--- src/rtl/mig_pkg.sv ---
package mig_pkg;

  typedef enum logic [2:0] {
    PH_IDLE    = 3'd0,
    PH_DRAIN   = 3'd1,
    PH_WB      = 3'd2,
    PH_PWR     = 3'd3,
    PH_HANDOFF = 3'd4
  } mig_phase_e;

  // total bring-up time in cycles
  function automatic int unsigned bringup_cycles(int unsigned stages, int unsigned per_stage);
    return stages * per_stage;
  endfunction

  // flat position of one supply stage bit
  function automatic int unsigned dom_bit(int unsigned core, int unsigned stage, int unsigned stages);
    return core * stages + stage;
  endfunction

endpackage

--- src/rtl/mig_stage_timer.sv ---
module mig_stage_timer #(
  parameter int NUM_STAGES   = 4,
  parameter int STAGE_CYCLES = 250,
  localparam int STG_W = (NUM_STAGES > 1) ? $clog2(NUM_STAGES) : 1,
  localparam int CNT_W = (STAGE_CYCLES > 1) ? $clog2(STAGE_CYCLES) : 1
) (
  input  logic             clk,
  input  logic             rst_n,
  input  logic             load,
  input  logic             run,
  output logic [STG_W-1:0] stage_idx,
  output logic             stage_tick,
  output logic             final_tick
);
  localparam logic [CNT_W-1:0] CNT_LAST = CNT_W'(STAGE_CYCLES - 1);
  localparam logic [STG_W-1:0] STG_LAST = STG_W'(NUM_STAGES - 1);

  logic [CNT_W-1:0] cnt_q;
  logic [STG_W-1:0] stg_q;
  logic             boundary;

  assign boundary   = run && (cnt_q == CNT_LAST);
  assign stage_tick = boundary && (stg_q != STG_LAST);
  assign final_tick = boundary && (stg_q == STG_LAST);
  assign stage_idx  = stg_q;

  always_ff @(posedge clk) begin
    if (!rst_n) begin
      cnt_q <= '0;
      stg_q <= '0;
    end else if (load) begin
      cnt_q <= '0;
      stg_q <= '0;
    end else if (run) begin
      if (boundary) begin
        cnt_q <= '0;
        if (stg_q != STG_LAST) stg_q <= stg_q + 1'b1;
      end else begin
        cnt_q <= cnt_q + 1'b1;
      end
    end
  end
endmodule

--- src/rtl/mig_domain_bank.sv ---
module mig_domain_bank #(
  parameter int NUM_CORES  = 5,
  parameter int NUM_STAGES = 4,
  parameter int RESET_CORE = 0,
  localparam int IDX_W = (NUM_CORES > 1) ? $clog2(NUM_CORES) : 1,
  localparam int STG_W = (NUM_STAGES > 1) ? $clog2(NUM_STAGES) : 1
) (
  input  logic                            clk,
  input  logic                            rst_n,
  input  logic                            up_en,
  input  logic [IDX_W-1:0]                up_core,
  input  logic [STG_W-1:0]                up_stage,
  input  logic                            rel_en,
  input  logic [IDX_W-1:0]                rel_core,
  input  logic                            off_en,
  input  logic [IDX_W-1:0]                off_core,
  output logic [NUM_CORES*NUM_STAGES-1:0] dom_en,
  output logic [NUM_CORES-1:0]            core_rst_n,
  output logic [NUM_CORES-1:0]            core_start
);
  for (genvar c = 0; c < NUM_CORES; c++) begin : g_core
    localparam bit IS_BOOT = (c == RESET_CORE);
    logic [NUM_STAGES-1:0] dom_q;
    logic                  rel_q;
    logic                  start_q;
    logic                  hit_up, hit_rel, hit_off;

    assign hit_up  = up_en  && (up_core  == IDX_W'(c));
    assign hit_rel = rel_en && (rel_core == IDX_W'(c));
    assign hit_off = off_en && (off_core == IDX_W'(c));

    always_ff @(posedge clk) begin
      if (!rst_n) begin
        dom_q   <= IS_BOOT ? {NUM_STAGES{1'b1}} : '0;
        rel_q   <= IS_BOOT;
        start_q <= 1'b0;
      end else begin
        start_q <= hit_rel;
        if (hit_off) begin
          dom_q <= '0;
          rel_q <= 1'b0;
        end else begin
          if (hit_up)  dom_q[up_stage] <= 1'b1;
          if (hit_rel) rel_q <= 1'b1;
        end
      end
    end

    assign dom_en[c*NUM_STAGES +: NUM_STAGES] = dom_q;
    assign core_rst_n[c] = rel_q;
    assign core_start[c] = start_q;
  end
endmodule

--- src/rtl/mig_sequencer.sv ---
module mig_sequencer
  import mig_pkg::*;
#(
  parameter int NUM_CORES    = 5,
  parameter int NUM_STAGES   = 4,
  parameter int STAGE_CYCLES = 250,
  parameter int RESET_CORE   = 0,
  parameter int ADDR_W       = 32,
  parameter logic [ADDR_W-1:0] ENTRY_VEC = 32'h0000_1000,
  localparam int IDX_W = (NUM_CORES > 1) ? $clog2(NUM_CORES) : 1,
  localparam int STG_W = (NUM_STAGES > 1) ? $clog2(NUM_STAGES) : 1,
  localparam int DOM_W = NUM_CORES * NUM_STAGES
) (
  input  logic              clk,
  input  logic              rst_n,
  input  logic              sw_req,
  input  logic [IDX_W-1:0]  sw_target,
  output logic              sw_ack,
  output logic              sw_busy,
  output logic              drain_req,
  input  logic              drain_done,
  output logic              wb_req,
  input  logic              wb_done,
  output logic [DOM_W-1:0]  dom_en,
  output logic [NUM_CORES-1:0] core_rst_n,
  output logic [NUM_CORES-1:0] core_start,
  output logic [ADDR_W-1:0] start_vec,
  input  logic              old_off_req,
  output logic              sw_done,
  output logic [IDX_W-1:0]  active_core
);
  mig_phase_e       phase_q;
  logic [IDX_W-1:0] tgt_q;
  logic [IDX_W-1:0] act_q;
  logic             ack_q, done_q;

  // named internal events
  logic             evt_accept;   // request taken, switch begins
  logic             evt_trivial;  // request taken, nothing to do
  logic             evt_stage_up; // one supply stage bit raised
  logic             evt_release;  // target leaves reset
  logic             evt_retire;   // old core shut off

  logic [STG_W-1:0] stage_idx;
  logic             stage_tick, final_tick;
  logic [STG_W-1:0] up_stage;
  logic             target_ok;

  assign target_ok   = (int'(sw_target) < NUM_CORES) && (sw_target != act_q);
  assign evt_accept  = (phase_q == PH_IDLE) && sw_req && target_ok;
  assign evt_trivial = (phase_q == PH_IDLE) && sw_req && !target_ok;
  assign evt_stage_up = ((phase_q == PH_WB) && wb_done) || stage_tick;
  assign up_stage    = (phase_q == PH_WB) ? '0 : STG_W'(stage_idx + 1'b1);
  assign evt_release = final_tick;
  assign evt_retire  = (phase_q == PH_HANDOFF) && old_off_req;

  mig_stage_timer #(
    .NUM_STAGES  (NUM_STAGES),
    .STAGE_CYCLES(STAGE_CYCLES)
  ) u_timer (
    .clk       (clk),
    .rst_n     (rst_n),
    .load      ((phase_q == PH_WB) && wb_done),
    .run       (phase_q == PH_PWR),
    .stage_idx (stage_idx),
    .stage_tick(stage_tick),
    .final_tick(final_tick)
  );

  mig_domain_bank #(
    .NUM_CORES (NUM_CORES),
    .NUM_STAGES(NUM_STAGES),
    .RESET_CORE(RESET_CORE)
  ) u_bank (
    .clk       (clk),
    .rst_n     (rst_n),
    .up_en     (evt_stage_up),
    .up_core   (tgt_q),
    .up_stage  (up_stage),
    .rel_en    (evt_release),
    .rel_core  (tgt_q),
    .off_en    (evt_retire),
    .off_core  (act_q),
    .dom_en    (dom_en),
    .core_rst_n(core_rst_n),
    .core_start(core_start)
  );

  always_ff @(posedge clk) begin
    if (!rst_n) begin
      phase_q <= PH_IDLE;
      tgt_q   <= IDX_W'(RESET_CORE);
      act_q   <= IDX_W'(RESET_CORE);
      ack_q   <= 1'b0;
      done_q  <= 1'b0;
    end else begin
      ack_q  <= evt_accept || evt_trivial;
      done_q <= evt_retire;
      unique case (phase_q)
        PH_IDLE: if (evt_accept) begin
          tgt_q   <= sw_target;
          phase_q <= PH_DRAIN;
        end
        PH_DRAIN:   if (drain_done) phase_q <= PH_WB;
        PH_WB:      if (wb_done) phase_q <= PH_PWR;
        PH_PWR:     if (evt_release) phase_q <= PH_HANDOFF;
        PH_HANDOFF: if (evt_retire) begin
          act_q   <= tgt_q;
          phase_q <= PH_IDLE;
        end
        default: phase_q <= PH_IDLE;
      endcase
    end
  end

  assign sw_ack      = ack_q;
  assign sw_done     = done_q;
  assign sw_busy     = (phase_q != PH_IDLE);
  assign drain_req   = (phase_q == PH_DRAIN);
  assign wb_req      = (phase_q == PH_WB);
  assign active_core = act_q;
  assign start_vec   = ENTRY_VEC;
endmodule

--- config.mk ---
export PLATFORM = sky130hd
export DESIGN_NAME = mig_sequencer
export DESIGN_NICKNAME = d
export VERILOG_FILES = /design/src/rtl/mig_pkg.sv /design/src/rtl/mig_stage_timer.sv /design/src/rtl/mig_domain_bank.sv /design/src/rtl/mig_sequencer.sv
export SDC_FILE = /design/constraint.sdc
export NUM_CORES = 1
export LEC_CHECK = 0
export ABC_AREA = 1
export CAP_MARGIN = 30
export CELL_PAD_IN_SITES_DETAIL_PLACEMENT = 0
export CELL_PAD_IN_SITES_GLOBAL_PLACEMENT = 1
export CORE_MARGIN = 3
export CORE_UTILIZATION = 30
export DETAILED_ROUTE_END_ITERATION = 7
export PLACE_DENSITY_LB_ADDON = 0.1
export SLEW_MARGIN = 0
export SYNTH_ARGS = -nofsm -noshare
export SYNTH_HDL_FRONTEND = slang
export SYNTH_SLANG_ARGS = --single-unit
--- constraint.sdc ---
create_clock -name clk -period 1.62 [get_ports clk]
set_input_delay 0.243 -clock clk [delete_from_list [all_inputs] [get_ports clk]]
set_output_delay 0.243 -clock clk [all_outputs]
set_load 0.01 [all_outputs]
---- Word-level counts from Yosys, hierarchy flattened ----
Index checks and enable logic that the tools add are counted.
word-level totals
  register bits after elaboration ......... 51
cells by class
  reduce and logical (&&, ||, !) cells .... 43
  bitwise gates (word level) .............. 6
  muxes and demuxes ....................... 14
  equal/unequal tests ..................... 21
  $lt $le $gt $ge ......................... 3
  $add $sub $neg .......................... 2
operator list
  cell                   number
  $logic_and A1 B1 Y1    25
  $or A4 B4 Y4           5
  $eq A3 B2 Y1 const B   6
  $mux W3                5
  $pmux W3 S5            1
  $reduce_or A2 Y1       5
  $eq A3 B1 Y1 const B   3
  $eq A3 B3 Y1 const B   3
  $logic_not A3 Y1       3
  $add A8 B1 Y8 const B  1
  $eq A8 B8 Y1 const B   1
  $mux W4                2
  $mux W8                1
  $ne A2 B1 Y1 const B   4
  $reduce_and A5 Y1      1
  $ne A2 B2 Y1 const B   2
  $reduce_and A2 Y1      2
  $reduce_bool A2 Y1     2
  $lt A2 B3 Y1 const B   1
  $lt A3 B3 Y1 const B   1
  $mux W1                3
  $ne A3 B3 Y1           1
  $reduce_and A3 Y1      1
  $reduce_bool A3 Y1     1
  other kinds (8)        9

---- Logic depth before layout (Yosys ltp) ----
Gate-level depths: netlist (run 1).
  depth in word-level cells ............... 9
  gate-level depth with buffers ........... 11

---- Hierarchy ----
A second synthesis (run 1) with hierarchy kept.
second synthesis, totals
  cell total of the unflattened synthesis .. 381
  area, all modules ....................... 2,687.6 µm²
by module, submodules not included
  module           times used  cells an instance  area an instance (µm²)
  mig_domain_bank  1           170                1,263.7
  mig_sequencer    1           121                830.8
  mig_stage_timer  1           90                 593.1

---- Worst setup path before layout (run 1) ----
Ideal clock, no wire load.
  path type ............................... register -> register
  from .................................... register u_timer.cnt_q[0]
  to ...................................... register u_bank.g_core[3].dom_q[0]
  cell stages (with the launch flop) ...... 9
  slack ................................... 0.228 ns
  data arrival time ....................... 1.322 ns
  setup time .............................. 0.070 ns
  period minus slack after synthesis ...... 1.392 ns
  path through ............................ dfxtp_1 > ha_1 > nand2_1 > nor3_2 > nand3_2 > nand2_4 > buf_6 > nand3_1 > a21oi_1
on the way
  cells in the longest elaborated chain, start to end .. 5
ends and longest elaborated chain
  what                    RTL line               RTL
  start, declared         mig_stage_timer.sv:18  logic [CNT_W-1:0] cnt_q;
  start signal, assigned  mig_stage_timer.sv:39  cnt_q <= cnt_q + 1'b1;
  $eq A8 B8 Y1            mig_stage_timer.sv:22  assign boundary = run && (cnt_q == CNT_LAST);
  $logic_and A1 B1 Y1     mig_stage_timer.sv:22
  $logic_and A1 B1 Y1     mig_stage_timer.sv:23  assign stage_tick = boundary && (stg_q != STG_LAST);
  $logic_or A1 B1 Y1      mig_sequencer.sv:52    assign evt_stage_up = ((phase_q == PH_WB) && wb_done) || stage_tick;
  $logic_and A1 B1 Y1     mig_domain_bank.sv:28  assign hit_up = up_en && (up_core == IDX_W'(c));
  end signal, assigned    mig_domain_bank.sv:34  dom_q <= IS_BOOT ? {NUM_STAGES{1'b1}} : '0;
  end, declared           mig_domain_bank.sv:23  logic [NUM_STAGES-1:0] dom_q;
No other way between the ends.
A chain may end at the register's enable or synchronous reset.

---- Worst setup path after layout (run 1) ----
  from .................................... register act_q[0], in the netlist active_core[0]
  to ...................................... output active_core[0]
RTL lines
  what                    RTL line              RTL
  start, declared         mig_sequencer.sv:34   logic [IDX_W-1:0] act_q;
  start signal, assigned  mig_sequencer.sv:93   act_q <= IDX_W'(RESET_CORE);
  start signal, assigned  mig_sequencer.sv:108  act_q <= tgt_q;
  end, declared           mig_sequencer.sv:30   output logic [IDX_W-1:0] active_core
No word-level cell between the ends.

==> metrics, run 1 <==
worst hold slack 0.449 ns; Clk pin slew, worst setup/hold paths 0.10 ns; nets 410; DP HPWL 4440 microns; r2r worst-path depth 10; Core ar. 7930 sq um; Clock Latency Late Sink 0.31 ns; R2R Path Start u_timer.cnt_q[1]; Final Hold Violating Endpoints 0; Routed Antenna Nets 0; Post-Synthesis Cells 334; Crit-path slowest cell clkdlybuf4s50_1; status complete, no violations; fmax 0.656 GHz; P per Cell Area 947 nW/um^2; worst endpoint required time 1.38 ns; CTS buffer count 5; CTS tree done; grt ovf 0; Via Count 2128; die boundary height 97.7 microns; Startpoint Class flip-flop; RSZ-0062 raised after global routing no; Worst path max stage delay 0.57 ns; Post-Route WL 5680 microns; footprint of the multi-input gates 1110 sq um; CP endpoint active_core[0]; Setup crit end kind output pin; WL/cell 11.3 microns; register area 1030 sq um; R2R Path End phase_q[0]; sequential share of the synthesized area 0.404; Max VDD drop 0.470 mV; leak pwr 1.33 nW; vias per cell 4.25; FP Rows 32; clock buffer depth 2; CP arrival 1.28 ns; initial antenna violation count 0; top-level I/O count 79; DIE AREA 9550 sq um; first-pass GRT wire length 9560 microns; Period minus WS final 1.52 ns; yosys warns 0; CP Depth 1; largest net degree at the start of global routing 21; synthesized area per cell 7.56 sq um; All-Layer GR Usage 0.121; initial core utilization 0.318; fin crit share 0.941; DR pass1 iterations 4; critical path cell sequence clkdlybuf4s50_1; count of pins over their slew limit 0; fillcell total 834; ant diodes 0; Max-Cap Viols 0; hold crit path type reg2reg; GP Congestion 0.718; WP buf/inv 1; fraction of layout cells with a size suffix above 1 0.138; distinct cell type count after synthesis 32; input/output buffers 46; initial drt markers 59; Synth Register Bits 51; Clock Sinks 51; Die Wd 97.7 microns; H-tree Lvls 2; Root Buffer Master clkbuf_8; vias in the first global route 1975; cell family with most CP delay buffers and inverters; final setup vio count 0; R2R Setup Slk 0.14 ns; Final Util 0.409; Post-Syn Area 2520 sq um; CP startpoint active_core[0]; CP Class reg2out; Max FO, Critical Path 4; post-synthesis to final-layout area growth 28.3%; Clock Skew 0.0117 ns; DR DRC count 0
-- Yosys cell counts --
library cell | count | share of area
nor3_2 | 1 | 0.0040
o21a_1 | 3 | 0.0089
xor2_1 | 1 | 0.0035
nand2_2 | 1 | 0.0025
nand4_1 | 2 | 0.0050
nor2_4 | 1 | 0.0045
xnor2_1 | 1 | 0.0035
nand2_4 | 1 | 0.0045
buf_6 | 1 | 0.0045
nor3b_1 | 2 | 0.0059
inv_1 | 50 | 0.074
a21o_1 | 1 | 0.0030
nand3b_1 | 2 | 0.0059
nand3_2 | 2 | 0.0079
nand3_4 | 1 | 0.0069
nor3_1 | 9 | 0.018
clkbuf_1 | 2 | 0.0030
o21ai_2 | 2 | 0.0069
conb_1 | 2 | 0.0030
nand3_1 | 36 | 0.071
o21ai_0 | 14 | 0.028
and3_1 | 1 | 0.0025
nor2_1 | 21 | 0.031
nor2_2 | 1 | 0.0025
inv_2 | 1 | 0.0015
buf_4 | 42 | 0.12
a211oi_1 | 2 | 0.0059
a21oi_1 | 33 | 0.065
nand2_1 | 43 | 0.064
dfxtp_1 | 51 | 0.40
ha_1 | 3 | 0.015
nand4_4 | 1 | 0.0084
-- where the power goes --
part	switching, W	internal [W]
clock network	0.000450	0.000469
registers	0.0000746	0.00132
logic	0.000436	0.000317
-- per-stage QoR --
step                total power, W  setup TNS (ns)  cells  area [sq um]  setup WS [ns]
floorplan                  0.00190               0    364          2640          0.228
global placement           0.00217               0    491          3080         0.0111
detailed placement         0.00217         -0.0713    491          3080        -0.0267
CTS                        0.00310               0    499          3210         0.0207
global route               0.00327               0    501          3240        0.00702
finish                     0.00307               0    501          3240         0.0953
-- area by class of cell --
class	count	area share
inverter	51	0.0591
timing repair buffer	72	0.205
multi-input combinational	217	0.344
clock buffer	5	0.0212
sequential	51	0.317
tap	102	0.0394
clock inverter	3	0.0147
-- repair_timing --
item                                    in CTS  in global routing
endpoints found under the hold margin        0                  0
endpoints found under the setup margin       3                 15
gates resized for setup                      9                  5
hold buffers                                 0                  0
setup buffers                                0                  2
-- kinds of logic (layout without fill, tap and decap cells) --
kind of cell	Yosys count	count (layout)	share of synthesized area
compound gates	55	55	0.118
xor+xnor	2	2	0.00694
fa+ha+maj	3	3	0.0149
buf+inv	96	131	0.208
flops	51	51	0.404
other cells	2	32	0.00297
simple gates	125	125	0.245
-- per-layer routing --
layer | vias up | track usage | part of all wire
met3 | 6 | 0.0279 | 0.057
met4 | 0 | 0.0383 | 0.012
met2 | 63 | 0.186 | 0.42
met1 | 932 | 0.169 | 0.52
met5 | - | 0 | 0
li1 | 1127 | - | -
-- placed cells by master, fill, tap and decap left out, types with 5 or more instances in the layout --
cell	instances
nor3_1	7
buf_4	25
conb_1	32
a21oi_1	33
nand3_1	36
dfxtp_1	47
clkdlybuf4s50_1	43
nor2_1	20
clkbuf_8	5
nand2_1	41
o21ai_0	13
inv_1	50
-- state kept, by name, summed over array words and instances (netlist names) --
register / count
u_bank.g_core.start_q: 5
u_timer.stage_idx: 2
sw_ack: 1
active_core: 3
sw_done: 1
phase_q: 3
u_bank.g_core.dom_q: 20
u_bank.g_core.rel_q: 5
tgt_q: 3
u_timer.cnt_q: 8
-- how the worst min path moves through the flow --
stage                                 startpoint                      to  slack [ns]  depth (start not counted)
after global routing      u_bank.g_core[1].rel_q  u_bank.g_core[1].rel_q        0.48                          2
after CTS                 u_bank.g_core[4].rel_q  u_bank.g_core[4].rel_q        0.45                          2
after global placement          u_timer.cnt_q[4]        u_timer.cnt_q[4]        0.44                          2
final                     u_bank.g_core[4].rel_q  u_bank.g_core[4].rel_q        0.45                          2
after floorplan                           sw_req                  sw_ack        0.40                          2
after detailed placement  u_bank.g_core[4].rel_q  u_bank.g_core[4].rel_q        0.44                          2
No activity file was read; power rests on OpenSTA's default activity.
==> inputs of run 2 (changes only) <==
CORE_MARGIN = 10   (was 3)
==> run 2 against run 1 <==
Utilization shrank 1.2 points. Hold slack gained 0.0022 ns. Combinational power grew 4.6%. Cell count grew 0.40%. Cell area grew 0.54%. Critical path depth is the same. Clock skew shrank 0.0067 ns. Register-to-register slack lost 0.04 ns. Clock power grew 13%. Maximum frequency shrank 0.77%. Sequential cell count is the same. Critical endpoint unchanged. Highest routed layer unchanged.
==> metrics, run 2 (synthesis results as in run 1) <==
DP HPWL 5100 microns (was 4440 microns); largest reg by FF count u_bank.g_core.dom_q (unchanged); CP Class reg2out (unchanged); Final Hold Violating Endpoints 0 (unchanged); All-Layer GR Usage 0.0963 (was 0.121); WP buf/inv 1 (unchanged); hold path start u_bank.g_core[2].rel_q (was u_bank.g_core[4].rel_q); DIE AREA 12500 sq um (was 9550 sq um); Post-CTS Setup Inserts 0 (unchanged); CTS tree done (unchanged); worst endpoint required time 1.38 ns (about the same); Clock Latency Late Sink 0.30 ns (was 0.31 ns); Routed Antenna Nets 0 (unchanged); hold crit path type reg2reg (unchanged); fraction of layout cells with a size suffix above 1 0.128 (was 0.138); WL/cell 12.4 microns (was 11.3 microns); Max VDD drop 0.522 mV (was 0.470 mV); met2 global-route usage 0.148 (was 0.186); global route hottest layer met2 (unchanged); count of pins over their slew limit 0 (unchanged); cell family with most CP delay buffers and inverters (unchanged); RSZ-0062 raised after global routing yes (was no); number of flip-flops in the largest register 20 (unchanged); register area 1020 sq um (was 1030 sq um); Root Buffer Master clkbuf_8 (unchanged); critical path cell sequence clkdlybuf4s50_1 (unchanged); vias per cell 4.22 (was 4.25); met3 Use GR 0.0322 (was 0.0279); GP Congestion 0.791 (was 0.718); CP arrival 1.29 ns (was 1.28 ns); fillcell total 880 (was 834); fmax 0.651 GHz (was 0.656 GHz); DR DRC count 0 (unchanged); footprint of the multi-input gates 1120 sq um (was 1110 sq um); R2R Path Start u_timer.cnt_q[1] (unchanged); P per Cell Area 987 nW/um^2 (was 947 nW/um^2); die boundary height 112 microns (was 97.7 microns); final setup vio count 0 (unchanged); Clk pin slew, worst setup/hold paths 0.10 ns (about the same); post-synthesis to final-layout area growth 29.0% (was 28.3%); Clock Skew 0.00496 ns (was 0.0117 ns); fin crit share 0.949 (was 0.941); H-tree Lvls 2 (unchanged); Period minus WS final 1.54 ns (was 1.52 ns); CP startpoint active_core[0] (unchanged); Max-Cap Viols 0 (unchanged); initial drt markers 54 (was 59); largest net degree at the start of global routing 17 (was 21); worst slack, placed -0.0207 ns (was -0.0267 ns); leak pwr 1.33 nW (about the same); ant diodes 0 (unchanged); Post-Route WL 6240 microns (was 5680 microns); setup ws final 0.0834 ns (was 0.0953 ns); FP Rows 33 (was 32); DR pass1 iterations 4 (unchanged); most frequent cells in the layout 50 x inv_1, 48 x dfxtp_1, 43 x nand2_1, 43 x clkdlybuf4s50_1, 35 x nand3_1 (was 50 x inv_1, 47 x dfxtp_1, 43 x clkdlybuf4s50_1, 41 x nand2_1, 36 x nand3_1); initial core utilization 0.307 (was 0.318); input/output buffers 46 (unchanged); R2R Setup Slk 0.10 ns (was 0.14 ns); Core ar. 8220 sq um (was 7930 sq um); Clock Sinks 51 (unchanged); Startpoint Class flip-flop (unchanged); Max FO, Critical Path 4 (unchanged); Worst path max stage delay 0.57 ns (about the same); CTS buffer count 5 (unchanged); registers with the most flip-flops u_bank.g_core.dom_q x20, u_timer.cnt_q x8 (unchanged); top-level I/O count 79 (unchanged); cts-stage hold buffer count 0 (unchanged); Crit-path slowest cell clkdlybuf4s50_1 (unchanged); grt ovf 0 (unchanged); clock buffer depth 2 (unchanged); Final Util 0.397 (was 0.409); Power Total 0.00322 W (was 0.00307 W); Setup crit end kind output pin (unchanged); status complete, no violations (unchanged); GRT met1 Usage 0.123 (was 0.169); nets 409 (was 410); initial antenna violation count 0 (unchanged); most common cell after layout, fill and taps aside inv_1 (unchanged); first-pass GRT wire length 10100 microns (was 9560 microns); vias in the first global route 2055 (was 1975); Via Count 2124 (was 2128); Die Wd 112 microns (was 97.7 microns)
==> run 2: layer usage <==
layer / up-vias / wire length (microns)
li1: 1131 / -
met1: 934 / 3050
met2: 57 / 2750
met3: 2 / 377
met4: 0 / 54
met5: - / 0
==> run 2: worst reg2reg max path, cell delays in order (launching register included) <==
cell     delay (ns)
dfxtp_1        0.32
inv_1          0.05
ha_1           0.15
nand2_1        0.09
nor3_4         0.20
nand3_2        0.16
nand2_4        0.13
nand2_2        0.09
nand2_1        0.15
nand2_1        0.07
nand3_1        0.06
==> run 2: area by class of cell <==
type	instances	share of cell area
clock buffer	5	0.0211
clock inverter	3	0.0207
inverter	51	0.0588
multi-input combinational	217	0.343
sequential	51	0.315
tap	105	0.0403
timing repair buffer	71	0.202
==> run 2: final timing paths <==
| check | end | cells after the start |
|---|---|---|
| hold reg to reg | u_bank.g_core[2].rel_q | 2 |
| setup reg to reg | u_bank.g_core[0].dom_q[1] | 10 |
| setup / recovery | active_core[0] | 1 |
| hold / removal | u_bank.g_core[2].rel_q | 2 |
==> run 2: metrics by stage <==
step	cells	hold WS, ns	TNS (ns)	instance area (sq um)
after floorplan	364	0.405	0	2640
after global placement	495	0.438	0	3100
after detailed placement	495	0.439	-0.0374	3100
after CTS	503	0.455	0	3240
after global routing	503	0.473	-0.0134	3260
final	503	0.451	0	3260
==> run 2: where the power goes <==
| group | switching (W) | internal, W |
|---|---|---|
| logic | 0.000461 | 0.000327 |
| clock network | 0.000429 | 0.000616 |
| registers | 0.0000637 | 0.00132 |
| total | 0.000953 | 0.00226 |
==> run 2: repair_timing <==
item,CTS,global route
resized for setup,7,4
pin swaps,0,0
setup endpoints to repair,3,17
cloned,0,0
